## config.mk

```make
export PLATFORM = sky130hd
export DESIGN_NAME = smb_addr_strap
export DESIGN_NICKNAME = d
export VERILOG_FILES = /design/src/rtl/smb_strap_pkg.sv /design/src/rtl/strap_sync.sv /design/src/rtl/bus_stuck_timer.sv /design/src/rtl/addr_lock_ctrl.sv /design/src/rtl/smb_addr_strap.sv
export SDC_FILE = /design/constraint.sdc
export NUM_CORES = 1
export LEC_CHECK = 0
export ABC_AREA = 1
export BUFFER_PORTS_ARGS = -buffer_cell sky130_fd_sc_hd__buf_2
export CAP_MARGIN = 20
export CORE_MARGIN = 1
export CORE_UTILIZATION = 50
export CTS_CLUSTER_SIZE = 14
export DETAILED_ROUTE_END_ITERATION = 10
export PLACE_DENSITY = 0.86
export SLEW_MARGIN = 20
export SYNTH_ARGS = -nofsm -noshare
export SYNTH_HDL_FRONTEND = slang
export SYNTH_SLANG_ARGS = --single-unit
```

## constraint.sdc

```tcl
create_clock -name clk -period 3 [get_ports clk]
set_input_delay 0.6 -clock clk [delete_from_list [all_inputs] [get_ports clk]]
set_output_delay 0.6 -clock clk [all_outputs]
set_load 0.02 [all_outputs]
```

## src/rtl/smb_strap_pkg.sv

```systemverilog
package smb_strap_pkg;

   typedef enum logic [1:0] {
      LK_OPEN = 2'd0,
      LK_PEND = 2'd1,
      LK_HELD = 2'd2
   } lock_state_e;

   typedef struct packed {
      logic en;
      logic sel;
   } strap_t;

endpackage

```

## src/rtl/strap_sync.sv

```systemverilog
module strap_sync
   import smb_strap_pkg::*;
#(
   parameter int   STAGES  = 2,
   parameter logic RST_EN  = 1'b1,
   parameter logic RST_SEL = 1'b0
) (
   input  logic   clk,
   input  logic   por_n,
   input  strap_t raw,
   output strap_t synced
);
   localparam strap_t RST_VAL = '{en: RST_EN, sel: RST_SEL};

   generate
      if (STAGES == 0) begin : g_bypass
         assign synced = raw;
      end else begin : g_chain
         strap_t chain_q [STAGES];
         always_ff @(posedge clk or negedge por_n) begin
            if (!por_n) begin
               for (int i = 0; i < STAGES; i++) chain_q[i] <= RST_VAL;
            end else begin
               chain_q[0] <= raw;
               for (int i = 1; i < STAGES; i++) chain_q[i] <= chain_q[i-1];
            end
         end
         assign synced = chain_q[STAGES-1];
      end
   endgenerate
endmodule

```

## src/rtl/bus_stuck_timer.sv

```systemverilog
module bus_stuck_timer #(
   parameter int LIMIT = 30,
   localparam int CNT_W = $clog2(LIMIT + 1)
) (
   input  logic clk,
   input  logic por_n,
   input  logic tick,
   input  logic scl_in,
   input  logic sda_in,
   output logic stuck_pulse
);
   localparam logic [CNT_W-1:0] LAST = CNT_W'(LIMIT - 1);
   localparam logic [CNT_W-1:0] FULL = CNT_W'(LIMIT);

   logic             idle_hi;
   logic [CNT_W-1:0] low_cnt_q;
   logic             pulse_q;

   assign idle_hi = scl_in && sda_in;

   always_ff @(posedge clk or negedge por_n) begin
      if (!por_n) begin
         low_cnt_q <= '0;
         pulse_q   <= 1'b0;
      end else begin
         pulse_q <= !idle_hi && tick && (low_cnt_q == LAST);
         if (idle_hi)
            low_cnt_q <= '0;
         else if (tick && (low_cnt_q != FULL))
            low_cnt_q <= low_cnt_q + 1'b1;
      end
   end

   assign stuck_pulse = pulse_q;
endmodule

```

## src/rtl/addr_lock_ctrl.sv

```systemverilog
module addr_lock_ctrl
   import smb_strap_pkg::*;
#(
   parameter int ADDR_W   = 7,
   parameter int PREFIX_W = 5,
   parameter logic [PREFIX_W-1:0] PREFIX   = 5'b01011,
   parameter logic [ADDR_W-1:0]   ADDR_DEF = 7'h2E,
   parameter logic [ADDR_W-1:0]   ADDR_S0  = 7'h2C,
   parameter logic [ADDR_W-1:0]   ADDR_S1  = 7'h2D
) (
   input  logic              clk,
   input  logic              por_n,
   input  strap_t            strap,
   input  logic              addr_evt,
   input  logic [ADDR_W-1:0] addr_byte,
   input  logic              stop_evt,
   input  logic              abort,
   output logic [ADDR_W-1:0] dev_addr,
   output logic              locked
);
   localparam int SHIFT = ADDR_W - PREFIX_W;

   lock_state_e       state_q;
   logic [ADDR_W-1:0] held_q;
   logic [ADDR_W-1:0] cand;
   logic              prefix_hit;

   assign cand       = strap.en ? ADDR_DEF : (strap.sel ? ADDR_S1 : ADDR_S0);
   assign prefix_hit = (addr_byte >> SHIFT) == ADDR_W'(PREFIX);

   always_ff @(posedge clk or negedge por_n) begin
      if (!por_n) begin
         state_q <= LK_OPEN;
         held_q  <= ADDR_DEF;
      end else begin
         unique case (state_q)
            LK_OPEN: if (addr_evt && prefix_hit) begin
               state_q <= LK_PEND;
               held_q  <= cand;
            end
            LK_PEND: if (abort)
               state_q <= LK_OPEN;
            else if (stop_evt)
               state_q <= LK_HELD;
            default: state_q <= LK_HELD;
         endcase
      end
   end

   assign dev_addr = (state_q == LK_OPEN) ? cand : held_q;
   assign locked   = (state_q == LK_HELD);
endmodule

```

## src/rtl/smb_addr_strap.sv

```systemverilog
module smb_addr_strap
   import smb_strap_pkg::*;
#(
   parameter int ADDR_W        = 7,
   parameter int PREFIX_W      = 5,
   parameter logic [PREFIX_W-1:0] PREFIX   = 5'b01011,
   parameter logic [ADDR_W-1:0]   ADDR_DEF = 7'h2E,
   parameter logic [ADDR_W-1:0]   ADDR_S0  = 7'h2C,
   parameter logic [ADDR_W-1:0]   ADDR_S1  = 7'h2D,
   parameter int SYNC_STAGES   = 2,
   parameter int TIMEOUT_TICKS = 30
) (
   input  logic              clk,
   input  logic              por_n,
   input  logic              tick,
   input  logic              scl_in,
   input  logic              sda_in,
   input  logic              strap_en_pin,
   input  logic              strap_sel_pin,
   input  logic              addr_evt,
   input  logic [ADDR_W-1:0] addr_byte,
   input  logic              stop_evt,
   output logic [ADDR_W-1:0] dev_addr,
   output logic              addr_locked,
   output logic              pwm_drv_en,
   output logic              tach_fan_sel,
   output logic              bus_reset
);
   localparam int SHIFT = ADDR_W - PREFIX_W;

   generate
      if (PREFIX_W < 1 || PREFIX_W > ADDR_W) begin : g_bad_prefix
         $error("smb_addr_strap: PREFIX_W must be 1..ADDR_W");
      end
      if (SYNC_STAGES < 0 || SYNC_STAGES > 4) begin : g_bad_sync
         $error("smb_addr_strap: SYNC_STAGES must be 0..4");
      end
      if (TIMEOUT_TICKS < 1) begin : g_bad_timeout
         $error("smb_addr_strap: TIMEOUT_TICKS must be at least 1");
      end
      if ((ADDR_DEF >> SHIFT) != ADDR_W'(PREFIX) ||
          (ADDR_S0  >> SHIFT) != ADDR_W'(PREFIX) ||
          (ADDR_S1  >> SHIFT) != ADDR_W'(PREFIX)) begin : g_bad_addr
         $error("smb_addr_strap: strap addresses must share the match prefix");
      end
   endgenerate

   strap_t raw_pins;
   strap_t synced_pins;
   logic   stuck;
   logic   locked;

   assign raw_pins = '{en: strap_en_pin, sel: strap_sel_pin};

   strap_sync #(
      .STAGES (SYNC_STAGES),
      .RST_EN (1'b1),
      .RST_SEL(1'b0)
   ) u_sync (
      .clk   (clk),
      .por_n (por_n),
      .raw   (raw_pins),
      .synced(synced_pins)
   );

   bus_stuck_timer #(
      .LIMIT(TIMEOUT_TICKS)
   ) u_timer (
      .clk        (clk),
      .por_n      (por_n),
      .tick       (tick),
      .scl_in     (scl_in),
      .sda_in     (sda_in),
      .stuck_pulse(stuck)
   );

   addr_lock_ctrl #(
      .ADDR_W  (ADDR_W),
      .PREFIX_W(PREFIX_W),
      .PREFIX  (PREFIX),
      .ADDR_DEF(ADDR_DEF),
      .ADDR_S0 (ADDR_S0),
      .ADDR_S1 (ADDR_S1)
   ) u_lock (
      .clk      (clk),
      .por_n    (por_n),
      .strap    (synced_pins),
      .addr_evt (addr_evt),
      .addr_byte(addr_byte),
      .stop_evt (stop_evt),
      .abort    (stuck),
      .dev_addr (dev_addr),
      .locked   (locked)
   );

   assign addr_locked  = locked;
   assign pwm_drv_en   = locked;
   assign tach_fan_sel = locked;
   assign bus_reset    = stuck;
endmodule

```

==> results.toml <==
[power_and_ir_drop]
seqPwrFrac_pct = 56.6
internal_power_mw = 0.2735
power_frac_comb_pct = 14.2
p_per_area_nw_per_um2 = 441.3
leakage_nw = 0.4912
p_sw_share_pct = 28.01
power_switching_mw = 0.1064
vdd_drop_max_mv = 0.2617
pwr-share-clk_pct = 29.2

[route]
drtIter0Drc = 9
drc = 0
dr.pass1.iters = 4
ant_nets = 0
vias = 614
wire_per_inst_microns = 9.808
viasPerCell = 4.723
routed_wl_microns = 1275

[synthesis]
yosys_warnings = 0
syn_area_sq_um = 762.0
synthCells = 96
ys_ff_latch = 14
synthTopCellsByArea = "dfrtp_1, nand2_1, dfstp_2"
synth_fa_ha_area_share_pct = 4.926
synth_compound_area_share_pct = 2.627
yosys.area_share.simple_pct = 30.54
synth_top_family_by_area = "simple AND/OR/NAND/NOR gates"
synth_mux_area_share_pct = 0
synthXorXnorAreaFrac_pct = 1.149
synth_top_cell_by_area = "dfrtp_1"
synthDistinctLibCells = 17
synth_top_area_share_pct = 36.12
yosysSeqAreaShare_pct = 46.47
syn_avg_cell_area_sq_um = 7.937

[critical_path]
critical_path_class = "flip-flop to output port"
worst_path_max_delay_cell = "dfrtp_1"
cp_max_fo = 4
end_kind = "output port"
worstPathArrival_ns = 1.21
startpoint_type = "flip-flop"
crit_required_ns = 2.40
cp_cell_sequence = "inv_1 -> nand2_1 -> inv_1 -> nand2_1 -> nand2_1 -> buf_2"
slowest_delay_ns = 0.37
path_common_cell = "nand2_1"

[flow_run]
maxCapViolCount = 0

[timing]
setup_ws_ns = 1.190
hold_ws_ns = 0.2009
setup_viol = 0
hold_viol_final = 0
fmax_ghz = 0.5526
finClkSkew_ns = 0.003416
grt_setup_unrepaired = "false"
drv_slew = 0
finalCritPeriodShare_pct = 60.32
period_needed_ns = 1.810
fin_tns_setup_ns = 0

[clocking]
insertion_delay_ns = 0.27
cts.root.buffer_cell = "clkbuf_4"
postCtsSetupRepairBufs = 0
cts_hold_buffers = 0
cts_buffers = 3
htreeDepth = 1
cts_tree = "built"
cts_resized = 0
clk_pin_slew_ns = 0.08
clock-sinks = 14
clockBufferDepth = 2

[grt]
grt_first_pass_wirelength_microns = 1800
grt_util_all_layers_pct = 17.09
antenna_found_initial = 0
first_global_vias = 480
grt_overflow = 0
grt_start_max_net_pins = 15

[cells_and_area]
fin_nets = 135
multi_input_area_sq_um = 317.8
syn2layout_area_growth_pct = 12.97
nFillCells = 122
final_cells = 130
register_area_sq_um = 354.1
drive_gt1_share_pct = 26.96
insertedDiodeCount = 0
final_area_sq_um = 860.8

[placed_design]
globalplace.congestion = 0.8560
pre_cts_slack_ns = 1.497
dp_cells = 126
io_buffers = 19
hpwl_microns = 960.6
placed_area_sq_um = 834.6

[floorplanning]
die_area_sq_um = 1684
core_sq_um = 1366
chipHeight_microns = 41.04
floorplan.initialDensity_pct = 55.77
pin_count = 27
rows = 13
die_w_microns = 41.04

[min_path]
holdCritPathClass = "input port to async pin"

[run_status]
status = "complete, no violations"
-- cells in the final DEF (no fill, tap or decap), types with 2 or more instances in the layout --
cell type and count:
nand2_1 25, buf_2 19, inv_1 13, nand3_1 11, dfrtp_1 11, nor2_1 8, conb_1 5, nand2_2 3
ha_1 3, clkbuf_4 3, dfstp_2 3, nor3_1 2, nor2_2 2, nand4_1 2
-- worst paths after layout --
path                                                 from                        end  slack (ns)  cells after the start
worst max-delay path                    u_lock.state_q[1]                dev_addr[1]        1.19                      6
worst min-delay path                                por_n          u_lock.state_q[1]        0.20                      1
worst max register to register       u_timer.low_cnt_q[0]       u_timer.low_cnt_q[1]        1.64                      8
worst min register to register  u_sync.g_chain.chain_q[2]           u_sync.synced[0]        0.36                      0
max in group asynchronous                           por_n  u_sync.g_chain.chain_q[3]        2.51                      1
min in group clk                u_sync.g_chain.chain_q[2]           u_sync.synced[0]        0.36                      0
-- registers in the layout, indices dropped and copies added (netlist names) --
name and count:
u_sync.synced 2, u_lock.held_q 2, u_lock.state_q 2, u_sync.g_chain.chain_q 2
u_timer.stuck_pulse 1, u_timer.low_cnt_q 5
-- power groups by stage --
stage / Clock, mW / Sequential, mW / Combinational [mW]
2_1_floorplan: 0 / 0.215 / 0.0409
3_3_place_gp: 0 / 0.218 / 0.0514
3_5_place_dp: 0 / 0.218 / 0.0546
4_1_cts: 0.113 / 0.215 / 0.0546
5_1_grt: 0.124 / 0.217 / 0.0632
6_report: 0.111 / 0.215 / 0.0541
-- per-layer routing --
metal	track usage, %	vias up	share of wire (%)
met5	0	-	0
met4	5.000	0	0
met3	6.522	0	4.6
met2	27.34	17	46
met1	21.18	277	49
li1	-	320	-
-- metrics by stage --
| step | total power [mW] | utilization, % |
|---|---|---|
| after floorplan | 0.2563 | - |
| after detailed placement | 0.2724 | 61.08 |
| after CTS | 0.3825 | 63.00 |
| after global routing | 0.4035 | 63.00 |
| after global placement | 0.2691 | 61.08 |
| final | 0.3799 | 63.00 |
-- cells by family after synthesis --
group	count (synthesis)
AND/OR/NAND/NOR	53
XOR/XNOR	1
flip-flops	14
buffers and inverters	20
other	2
adder cells (fa/ha/maj)	3
AO/OA/AOI/OAI	3
-- area by class of cell --
cell class | count | area share [%]
inverter | 13 | 5.669
tap | 15 | 2.180
timing repair buffer | 19 | 11.05
sequential | 14 | 41.13
multi-input combinational | 65 | 36.92
clock buffer | 4 | 3.052
-- worst max-delay path: cells and delay by family (launching register included) --
family                 cells  cell delay, ns
buffers and inverters      3            0.34
flip-flops                 1            0.37
AND/OR/NAND/NOR            3            0.22
-- Yosys cell counts --
cell type   n
nand2_1    25
inv_1      13
dfrtp_1    11
nand3_1    11
nor2_1      8
buf_4       7
dfstp_2     3
ha_1        3
nand2_2     3
conb_1      2
nand4_1     2
nor2_2      2
nor3_1      2
a31oi_1     1
o21ai_0     1
o21ai_2     1
xor2_1      1
Power figures use the tool's default switching activity.
